File: src/rtl/rxpa_pkg.sv
package rxpa_pkg;

  typedef enum logic [2:0] {
    ST_IDLE       = 3'd0,
    ST_WAIT_LOCK  = 3'd1,
    ST_SYNC_ON    = 3'd2,
    ST_SYNC_GAP   = 3'd3,
    ST_SYNC_DELAY = 3'd4,
    ST_RESET      = 3'd5,
    ST_DONE       = 3'd6
  } rxpa_state_e;

  // Three fast-clock cycles expressed in slow user-clock cycles, rounded up.
  function automatic int rxpa_rst_cycles(input int fabric_bytes);
    return (3 + fabric_bytes - 1) / fabric_bytes;
  endfunction

  function automatic int rxpa_max(input int a, input int b);
    return (a > b) ? a : b;
  endfunction

endpackage

File: src/rtl/rxpa_lock_sync.sv
module rxpa_lock_sync #(
  parameter int LANES = 4
) (
  input  logic             clk,
  input  logic             rst_n,
  input  logic [LANES-1:0] lock_async,
  output logic             lock_all
);

  logic [LANES-1:0] meta_q;
  logic [LANES-1:0] stab_q;

  for (genvar g = 0; g < LANES; g++) begin : g_lane
    always_ff @(posedge clk or negedge rst_n) begin
      if (!rst_n) begin
        meta_q[g] <= 1'b0;
        stab_q[g] <= 1'b0;
      end else begin
        meta_q[g] <= lock_async[g];
        stab_q[g] <= meta_q[g];
      end
    end
  end

  assign lock_all = &stab_q;

endmodule

File: src/rtl/rxpa_lock_qual.sv
module rxpa_lock_qual #(
  parameter int QUAL_SEL  = 0,
  parameter int LOCK_HOLD = 12000,
  parameter int REF_HOLD  = 16384
) (
  input  logic clk,
  input  logic rst_n,
  input  logic clear,
  input  logic lock_all,
  input  logic ref_tick,
  output logic qualified
);

  localparam int HOLD = (QUAL_SEL != 0) ? REF_HOLD : LOCK_HOLD;
  localparam int CW   = $clog2(HOLD + 1);
  localparam logic [CW-1:0] HOLD_C = CW'(HOLD);

  logic [CW-1:0] cnt_q;
  logic [CW-1:0] cnt_d;
  logic          cnt_en;
  logic          adv;

  // Variant select: count every cycle, or only reference-clock strobes.
  assign adv = (QUAL_SEL != 0) ? ref_tick : 1'b1;

  always_comb begin
    cnt_en = 1'b0;
    cnt_d  = cnt_q;
    if (clear || !lock_all) begin
      cnt_en = 1'b1;
      cnt_d  = '0;
    end else if (adv && (cnt_q != HOLD_C)) begin
      cnt_en = 1'b1;
      cnt_d  = cnt_q + CW'(1);
    end
  end

  always_ff @(posedge clk or negedge rst_n) begin
    if (!rst_n) begin
      cnt_q <= '0;
    end else if (cnt_en) begin
      cnt_q <= cnt_d;
    end
  end

  assign qualified = (cnt_q == HOLD_C);

endmodule

File: src/rtl/rxpa_fsm.sv
module rxpa_fsm
  import rxpa_pkg::*;
#(
  parameter int ON_LEN    = 64,
  parameter int NPULSE    = 1,
  parameter int GAP_LEN   = 4,
  parameter int RST_DELAY = 0,
  parameter int RST_CYC   = 1
) (
  input  logic clk,
  input  logic rst_n,
  input  logic lock_all,
  input  logic qualified,
  input  logic restart,
  output logic sync_o,
  output logic rst_o,
  output logic done_o,
  output logic qual_clear
);

  localparam int TMAX = rxpa_max(rxpa_max(ON_LEN, GAP_LEN), rxpa_max(RST_DELAY, RST_CYC));
  localparam int TW   = $clog2(TMAX + 1);
  localparam int PW   = $clog2(NPULSE + 1);
  localparam logic [TW-1:0] ON_LAST  = TW'(ON_LEN - 1);
  localparam logic [TW-1:0] GAP_LAST = TW'(rxpa_max(GAP_LEN, 1) - 1);
  localparam logic [TW-1:0] DLY_LAST = TW'(rxpa_max(RST_DELAY, 1) - 1);
  localparam logic [TW-1:0] RST_LAST = TW'(RST_CYC - 1);
  localparam logic [PW-1:0] P_LAST   = PW'(NPULSE - 1);

  rxpa_state_e   state_q, state_d;
  logic [TW-1:0] tcnt_q, tcnt_d;
  logic          tcnt_en;
  logic [PW-1:0] pcnt_q, pcnt_d;
  logic          pcnt_en;
  logic          timed;
  logic          sync_q, rst_q, done_q;

  // Next-state logic
  always_comb begin
    state_d = state_q;
    pcnt_en = 1'b0;
    pcnt_d  = pcnt_q;
    case (state_q)
      ST_IDLE: begin
        if (!restart) state_d = ST_WAIT_LOCK;
      end
      ST_WAIT_LOCK: begin
        pcnt_en = 1'b1;
        pcnt_d  = '0;
        if (qualified && lock_all) state_d = ST_SYNC_ON;
      end
      ST_SYNC_ON: begin
        if (tcnt_q == ON_LAST) begin
          if (pcnt_q == P_LAST) begin
            state_d = (RST_DELAY == 0) ? ST_RESET : ST_SYNC_DELAY;
          end else begin
            state_d = ST_SYNC_GAP;
            pcnt_en = 1'b1;
            pcnt_d  = pcnt_q + PW'(1);
          end
        end
      end
      ST_SYNC_GAP: begin
        if (tcnt_q == GAP_LAST) state_d = ST_SYNC_ON;
      end
      ST_SYNC_DELAY: begin
        if (tcnt_q == DLY_LAST) state_d = ST_RESET;
      end
      ST_RESET: begin
        if (tcnt_q == RST_LAST) state_d = ST_DONE;
      end
      ST_DONE: begin
        state_d = ST_DONE;
      end
      default: state_d = ST_IDLE;
    endcase
    if (!lock_all && (state_q inside {ST_SYNC_ON, ST_SYNC_GAP, ST_SYNC_DELAY, ST_RESET})) begin
      state_d = ST_WAIT_LOCK;
    end
    if (restart) state_d = ST_IDLE;
  end

  // Interval timer, cleared on every state change
  assign timed = state_q inside {ST_SYNC_ON, ST_SYNC_GAP, ST_SYNC_DELAY, ST_RESET};

  always_comb begin
    tcnt_en = 1'b0;
    tcnt_d  = tcnt_q;
    if (state_d != state_q) begin
      tcnt_en = 1'b1;
      tcnt_d  = '0;
    end else if (timed) begin
      tcnt_en = 1'b1;
      tcnt_d  = tcnt_q + TW'(1);
    end
  end

  // Registers
  always_ff @(posedge clk or negedge rst_n) begin
    if (!rst_n) begin
      state_q <= ST_IDLE;
      sync_q  <= 1'b0;
      rst_q   <= 1'b0;
      done_q  <= 1'b0;
    end else begin
      state_q <= state_d;
      sync_q  <= (state_d == ST_SYNC_ON);
      rst_q   <= (state_d == ST_RESET);
      done_q  <= (state_d == ST_DONE);
    end
  end

  always_ff @(posedge clk or negedge rst_n) begin
    if (!rst_n) begin
      tcnt_q <= '0;
    end else if (tcnt_en) begin
      tcnt_q <= tcnt_d;
    end
  end

  always_ff @(posedge clk or negedge rst_n) begin
    if (!rst_n) begin
      pcnt_q <= '0;
    end else if (pcnt_en) begin
      pcnt_q <= pcnt_d;
    end
  end

  assign sync_o     = sync_q;
  assign rst_o      = rst_q;
  assign done_o     = done_q;
  assign qual_clear = (state_q == ST_IDLE);

endmodule

File: src/rtl/rxpa_seq.sv
module rxpa_seq
  import rxpa_pkg::*;
#(
  parameter int LANES        = 4,
  parameter int QUAL_SEL     = 0,
  parameter int LOCK_HOLD    = 12000,
  parameter int REF_HOLD     = 16384,
  parameter int PULSED       = 0,
  parameter int SYNC_LEN     = 64,
  parameter int PULSE_LEN    = 64,
  parameter int PULSE_CNT    = 2,
  parameter int GAP_LEN      = 4,
  parameter int RST_DELAY    = 0,
  parameter int FABRIC_BYTES = 4
) (
  input  logic             clk,
  input  logic             rst_n,
  input  logic [LANES-1:0] lane_lock,
  input  logic             ref_tick,
  input  logic             restart,
  output logic [LANES-1:0] lane_sync,
  output logic [LANES-1:0] lane_pcs_rst,
  output logic             done,
  output logic             busy
);

  localparam int ON_LEN  = (PULSED != 0) ? PULSE_LEN : SYNC_LEN;
  localparam int NPULSE  = (PULSED != 0) ? PULSE_CNT : 1;
  localparam int RST_CYC = rxpa_rst_cycles(FABRIC_BYTES);

  logic rst_meta_q, rst_n_s;
  logic lock_all, qualified, qual_clear;
  logic sync_w, rst_w, done_w;

  // Reset: asserted asynchronously, released on the clock
  always_ff @(posedge clk or negedge rst_n) begin
    if (!rst_n) begin
      rst_meta_q <= 1'b0;
      rst_n_s    <= 1'b0;
    end else begin
      rst_meta_q <= 1'b1;
      rst_n_s    <= rst_meta_q;
    end
  end

  rxpa_lock_sync #(.LANES(LANES)) u_lock_sync (
    .clk        (clk),
    .rst_n      (rst_n_s),
    .lock_async (lane_lock),
    .lock_all   (lock_all)
  );

  rxpa_lock_qual #(
    .QUAL_SEL  (QUAL_SEL),
    .LOCK_HOLD (LOCK_HOLD),
    .REF_HOLD  (REF_HOLD)
  ) u_lock_qual (
    .clk       (clk),
    .rst_n     (rst_n_s),
    .clear     (qual_clear),
    .lock_all  (lock_all),
    .ref_tick  (ref_tick),
    .qualified (qualified)
  );

  rxpa_fsm #(
    .ON_LEN    (ON_LEN),
    .NPULSE    (NPULSE),
    .GAP_LEN   (GAP_LEN),
    .RST_DELAY (RST_DELAY),
    .RST_CYC   (RST_CYC)
  ) u_fsm (
    .clk        (clk),
    .rst_n      (rst_n_s),
    .lock_all   (lock_all),
    .qualified  (qualified),
    .restart    (restart),
    .sync_o     (sync_w),
    .rst_o      (rst_w),
    .done_o     (done_w),
    .qual_clear (qual_clear)
  );

  assign lane_sync    = {LANES{sync_w}};
  assign lane_pcs_rst = {LANES{rst_w}};
  assign done         = done_w;
  assign busy         = ~done_w;

endmodule

File: config.mk
export PLATFORM = sky130hd
export DESIGN_NAME = rxpa_seq
export DESIGN_NICKNAME = d
export VERILOG_FILES = /design/src/rtl/rxpa_pkg.sv /design/src/rtl/rxpa_lock_sync.sv /design/src/rtl/rxpa_lock_qual.sv /design/src/rtl/rxpa_fsm.sv /design/src/rtl/rxpa_seq.sv
export SDC_FILE = /design/constraint.sdc
export NUM_CORES = 1
export LEC_CHECK = 0
export BUFFER_PORTS_ARGS = -buffer_cell sky130_fd_sc_hd__buf_4
export CORE_UTILIZATION = 62
export CTS_CLUSTER_SIZE = 14
export DETAILED_ROUTE_END_ITERATION = 7
export GPL_TIMING_DRIVEN = 1
export PLACE_DENSITY = 0.83
export SLEW_MARGIN = 40
export SYNTH_ARGS = -nofsm -noshare
export SYNTH_HDL_FRONTEND = slang
export SYNTH_SLANG_ARGS = --single-unit
File: constraint.sdc
create_clock -name clk -period 1.9 [get_ports clk]
set_input_delay 0.285 -clock clk [delete_from_list [all_inputs] [get_ports clk]]
set_output_delay 0.285 -clock clk [all_outputs]
set_load 0.01 [all_outputs]
==> impl_metrics.tcl <==
set metrics [dict create \
    fin_crit_ns 2.33 \
    setup_slack_ns -0.426 \
    vdd_drop_max_uv 645 \
    layout-drive-gt1-share_pct 35.1 \
    gp_congestion 0.877 \
    drt-total-wl_um 4510 \
    p_switching_uw 296 \
    hold_viol 0 \
    clockRootBuffer "clkbuf_4" \
    cts_sinks 37 \
    worst-setup-path-type "flop to flop" \
    setup_violations 14 \
    p_total_uw 1280 \
    regArea_um2 926 \
    portBuffers 16 \
    fin_area_um2 2400 \
    slew_viol_final 0 \
    grt_pass1_vias 1624 \
    drtIter0Drc 116 \
    syn-instance-count 187 \
    dr.pass1.iters 6 \
    drc 5 \
    cp.arrival_ns 2.58 \
    core_um2 2830 \
    rsz0062_at_grt "yes" \
    holdWs_ns 0.0391 \
    avgViaCountPerCell 5.90 \
    r2r_slack_ns -0.43 \
    grt_max_degree 36 \
    num_vias 1593 \
    grt_use_total_pct 29.6 \
    hp-class "input port to flop" \
    layout.nets 250 \
    dp_hpwl_um 3010 \
    ys_seq_area_share_pct 49.0 \
    clkPwrFrac_pct 30.3 \
    skew_ns 0.00699 \
    numCtsBuffers 5 \
    grt-ovfl-total 0 \
    crit_fanout 4 \
    yosysWarnings 0 \
    p_comb_share_pct 6.4 \
    final_common_cell "buf_4" \
    postSynthAreaPerCell_um2 10.1 \
    power_frac_seq_pct 63.2 \
    crit_chain "inv_1 -> ha_1 -> or4bb_4 -> nor4_4 -> a311oi_2 -> buf_4 -> or3_4 -> nor4_2" \
    antenna_found_initial 0 \
    nFillCells 153 \
    area_growth_pct 27.1 \
    status "finished, violations left" \
    route.antenna.remaining_nets 0 \
    p_int_uw 982 \
    layout_common_cells "buf_4 (57), dfrtp_1 (37), nor2_1 (21)" \
    startpoint_type "flop" \
    dieHeight_um 57.2 \
    wl_per_cell_um 16.7 \
    slowest_stage "or4bb_4" \
    dpl_cell_area_um2 2250 \
    end_kind "flop" \
    period_share_pct 122 \
    clk_path_buf_depth 2 \
    cts_max_level 2 \
    synth_flop_cell "dfrtp_1" \
    die_area_um2 3270 \
    critPathRequiredTime_ns 2.15 \
    violations "design-rule violations, negative setup slack" \
    io_pins 18 \
    antennaDiodeCount 0 \
    grt_pass1_wl_um 7140 \
    leakage_uw 0.00109 \
    syn_nets 199 \
    fmax_mhz 430 \
    rows 19 \
    p_per_area_nw_per_um2 531 \
    multi_input_area_um2 907 \
    cts_tree "built" \
    ys_ff_latch 37 \
    start_util_pct 66.8 \
    clock_latency_ns 0.34 \
    die_w_um 57.2 \
    synth-edff-count 0 \
    swShare_pct 23.1 \
    crit_path_max_incr_delay_ns 0.49 \
    maxCapViolCount 0 \
    yosysUniqueCellTypes 44 \
    ys_async_sr_fraction_pct 100 \
    synth_area_um2 1890 \
    cts.clk_slew.worst_paths_ns 0.10 \
]
[power groups by stage]
stage	clock network (µW)	registers, µW	logic (µW)
2_1_floorplan	0	830	32.1
3_3_place_gp	0	821	66.2
3_5_place_dp	0	823	69.1
4_1_cts	395	807	75.6
5_1_grt	425	809	90.1
6_report	387	807	82.1
[stage by stage]
| step | util [%] | TNS (ns) | worst slack (ns) | cells |
|---|---|---|---|---|
| 6_report | 85.0 | -4.62 | -0.426 | 270 |
| 5_1_grt | 85.0 | -5.88 | -0.511 | 270 |
| 4_1_cts | 83.4 | -3.52 | -0.370 | 268 |
| 3_5_place_dp | 79.4 | -4.80 | -0.493 | 256 |
| 3_3_place_gp | 79.4 | -3.26 | -0.333 | 256 |
| 2_1_floorplan | - | -4.84 | -0.485 | 187 |
[cell type report]
cell class                      instances  area share, %
Clock buffer                            8           2.03
Inverter                                9           1.41
Multi-Input combinational cell        126           37.7
Sequential cell                        37           38.5
Tap cell                               31           1.61
Timing Repair Buffer                   59           18.7
[logic make-up after synthesis]
kind of cell	after synthesis	share of synthesized area, %
compound gates	26	9.60
xor+xnor	20	9.27
simple gates	72	21.2
flops	37	49.0
fa+ha+maj	4	2.65
mux	3	1.65
other cells	1	0.198
buf+inv	24	6.42
[final timing paths]
path,startpoint,to,cells past startpoint
worst max-delay path,u_lock_qual.cnt_q[1]$_DFFE_PN0P_,u_fsm.done_o$_DFF_PN0_,8
worst min-delay path,lane_lock[2],u_lock_sync.meta_q[2]$_DFF_PN0_,1
worst max register to register,u_lock_qual.cnt_q[1]$_DFFE_PN0P_,u_fsm.done_o$_DFF_PN0_,8
worst min register to register,rst_n_s$_DFF_PN0_,u_lock_qual.cnt_q[3]$_DFFE_PN0P_,1
max in group asynchronous,rst_n_s$_DFF_PN0_,u_fsm.tcnt_q[0]$_DFFE_PN0P_,1
min in group asynchronous,rst_n,rst_n_s$_DFF_PN0_,2
[timing repair]
action                                  4_1_cts  5_1_grt
hold endpoints to repair                      2        0
pin swaps                                     4        0
setup buffers                                 3        2
resized for setup                             8        7
endpoints found under the setup margin       12       16
hold buffers                                  1        0
[sequential cells by signal, summed over array words and instances (netlist names)]
| register | cells |
|---|---|
| u_lock_qual.cnt_q | 14 |
| u_fsm.tcnt_q | 7 |
| u_lock_sync.meta_q | 4 |
| u_lock_sync.stab_q | 4 |
| u_fsm.state_q | 3 |
| rst_meta_q | 1 |
| rst_n_s | 1 |
| u_fsm.done_o | 1 |
| u_fsm.rst_o | 1 |
| u_fsm.sync_o | 1 |
[worst max-delay path: cells and delay by family (launching register included)]
family,cells,cell delay (ns)
AO/OA/AOI/OAI,1,0.16
AND/OR/NAND/NOR,4,1.28
adder cells (fa/ha/maj),1,0.17
buffers and inverters,2,0.24
flip-flops,1,0.41
[Yosys cell counts, types with 2 or more instances]
cell type / instances / area [µm²]
a21oi_1: 9 / 45.0
a22oi_1: 3 / 22.5
a311oi_1: 2 / 17.5
and4_1: 3 / 26.3
buf_4: 8 / 60.1
clkbuf_1: 6 / 22.5
dfrtp_1: 37 / 926
ha_1: 4 / 50.1
inv_1: 9 / 33.8
mux2i_1: 2 / 20.0
nand2_1: 8 / 30.0
nand3_1: 10 / 50.1
nand4_1: 2 / 12.5
nor2_1: 21 / 78.8
nor3_1: 11 / 55.1
nor3b_1: 3 / 22.5
o211ai_1: 2 / 15.0
o21ai_0: 2 / 10.0
o31ai_1: 2 / 15.0
xnor2_1: 13 / 114
xor2_1: 7 / 61.3
[routing by layer]
| layer | vias to the layer above | part of all wire [%] | GRT usage [%] |
|---|---|---|---|
| met5 | - | 0 | 0 |
| met4 | 0 | 3.2 | 12.5 |
| met3 | 18 | 3.5 | 7.94 |
| met2 | 43 | 54 | 50.6 |
| met1 | 784 | 39 | 35.6 |
| li1 | 748 | - | - |
Note: power is estimated with default switching activity, not from simulation.
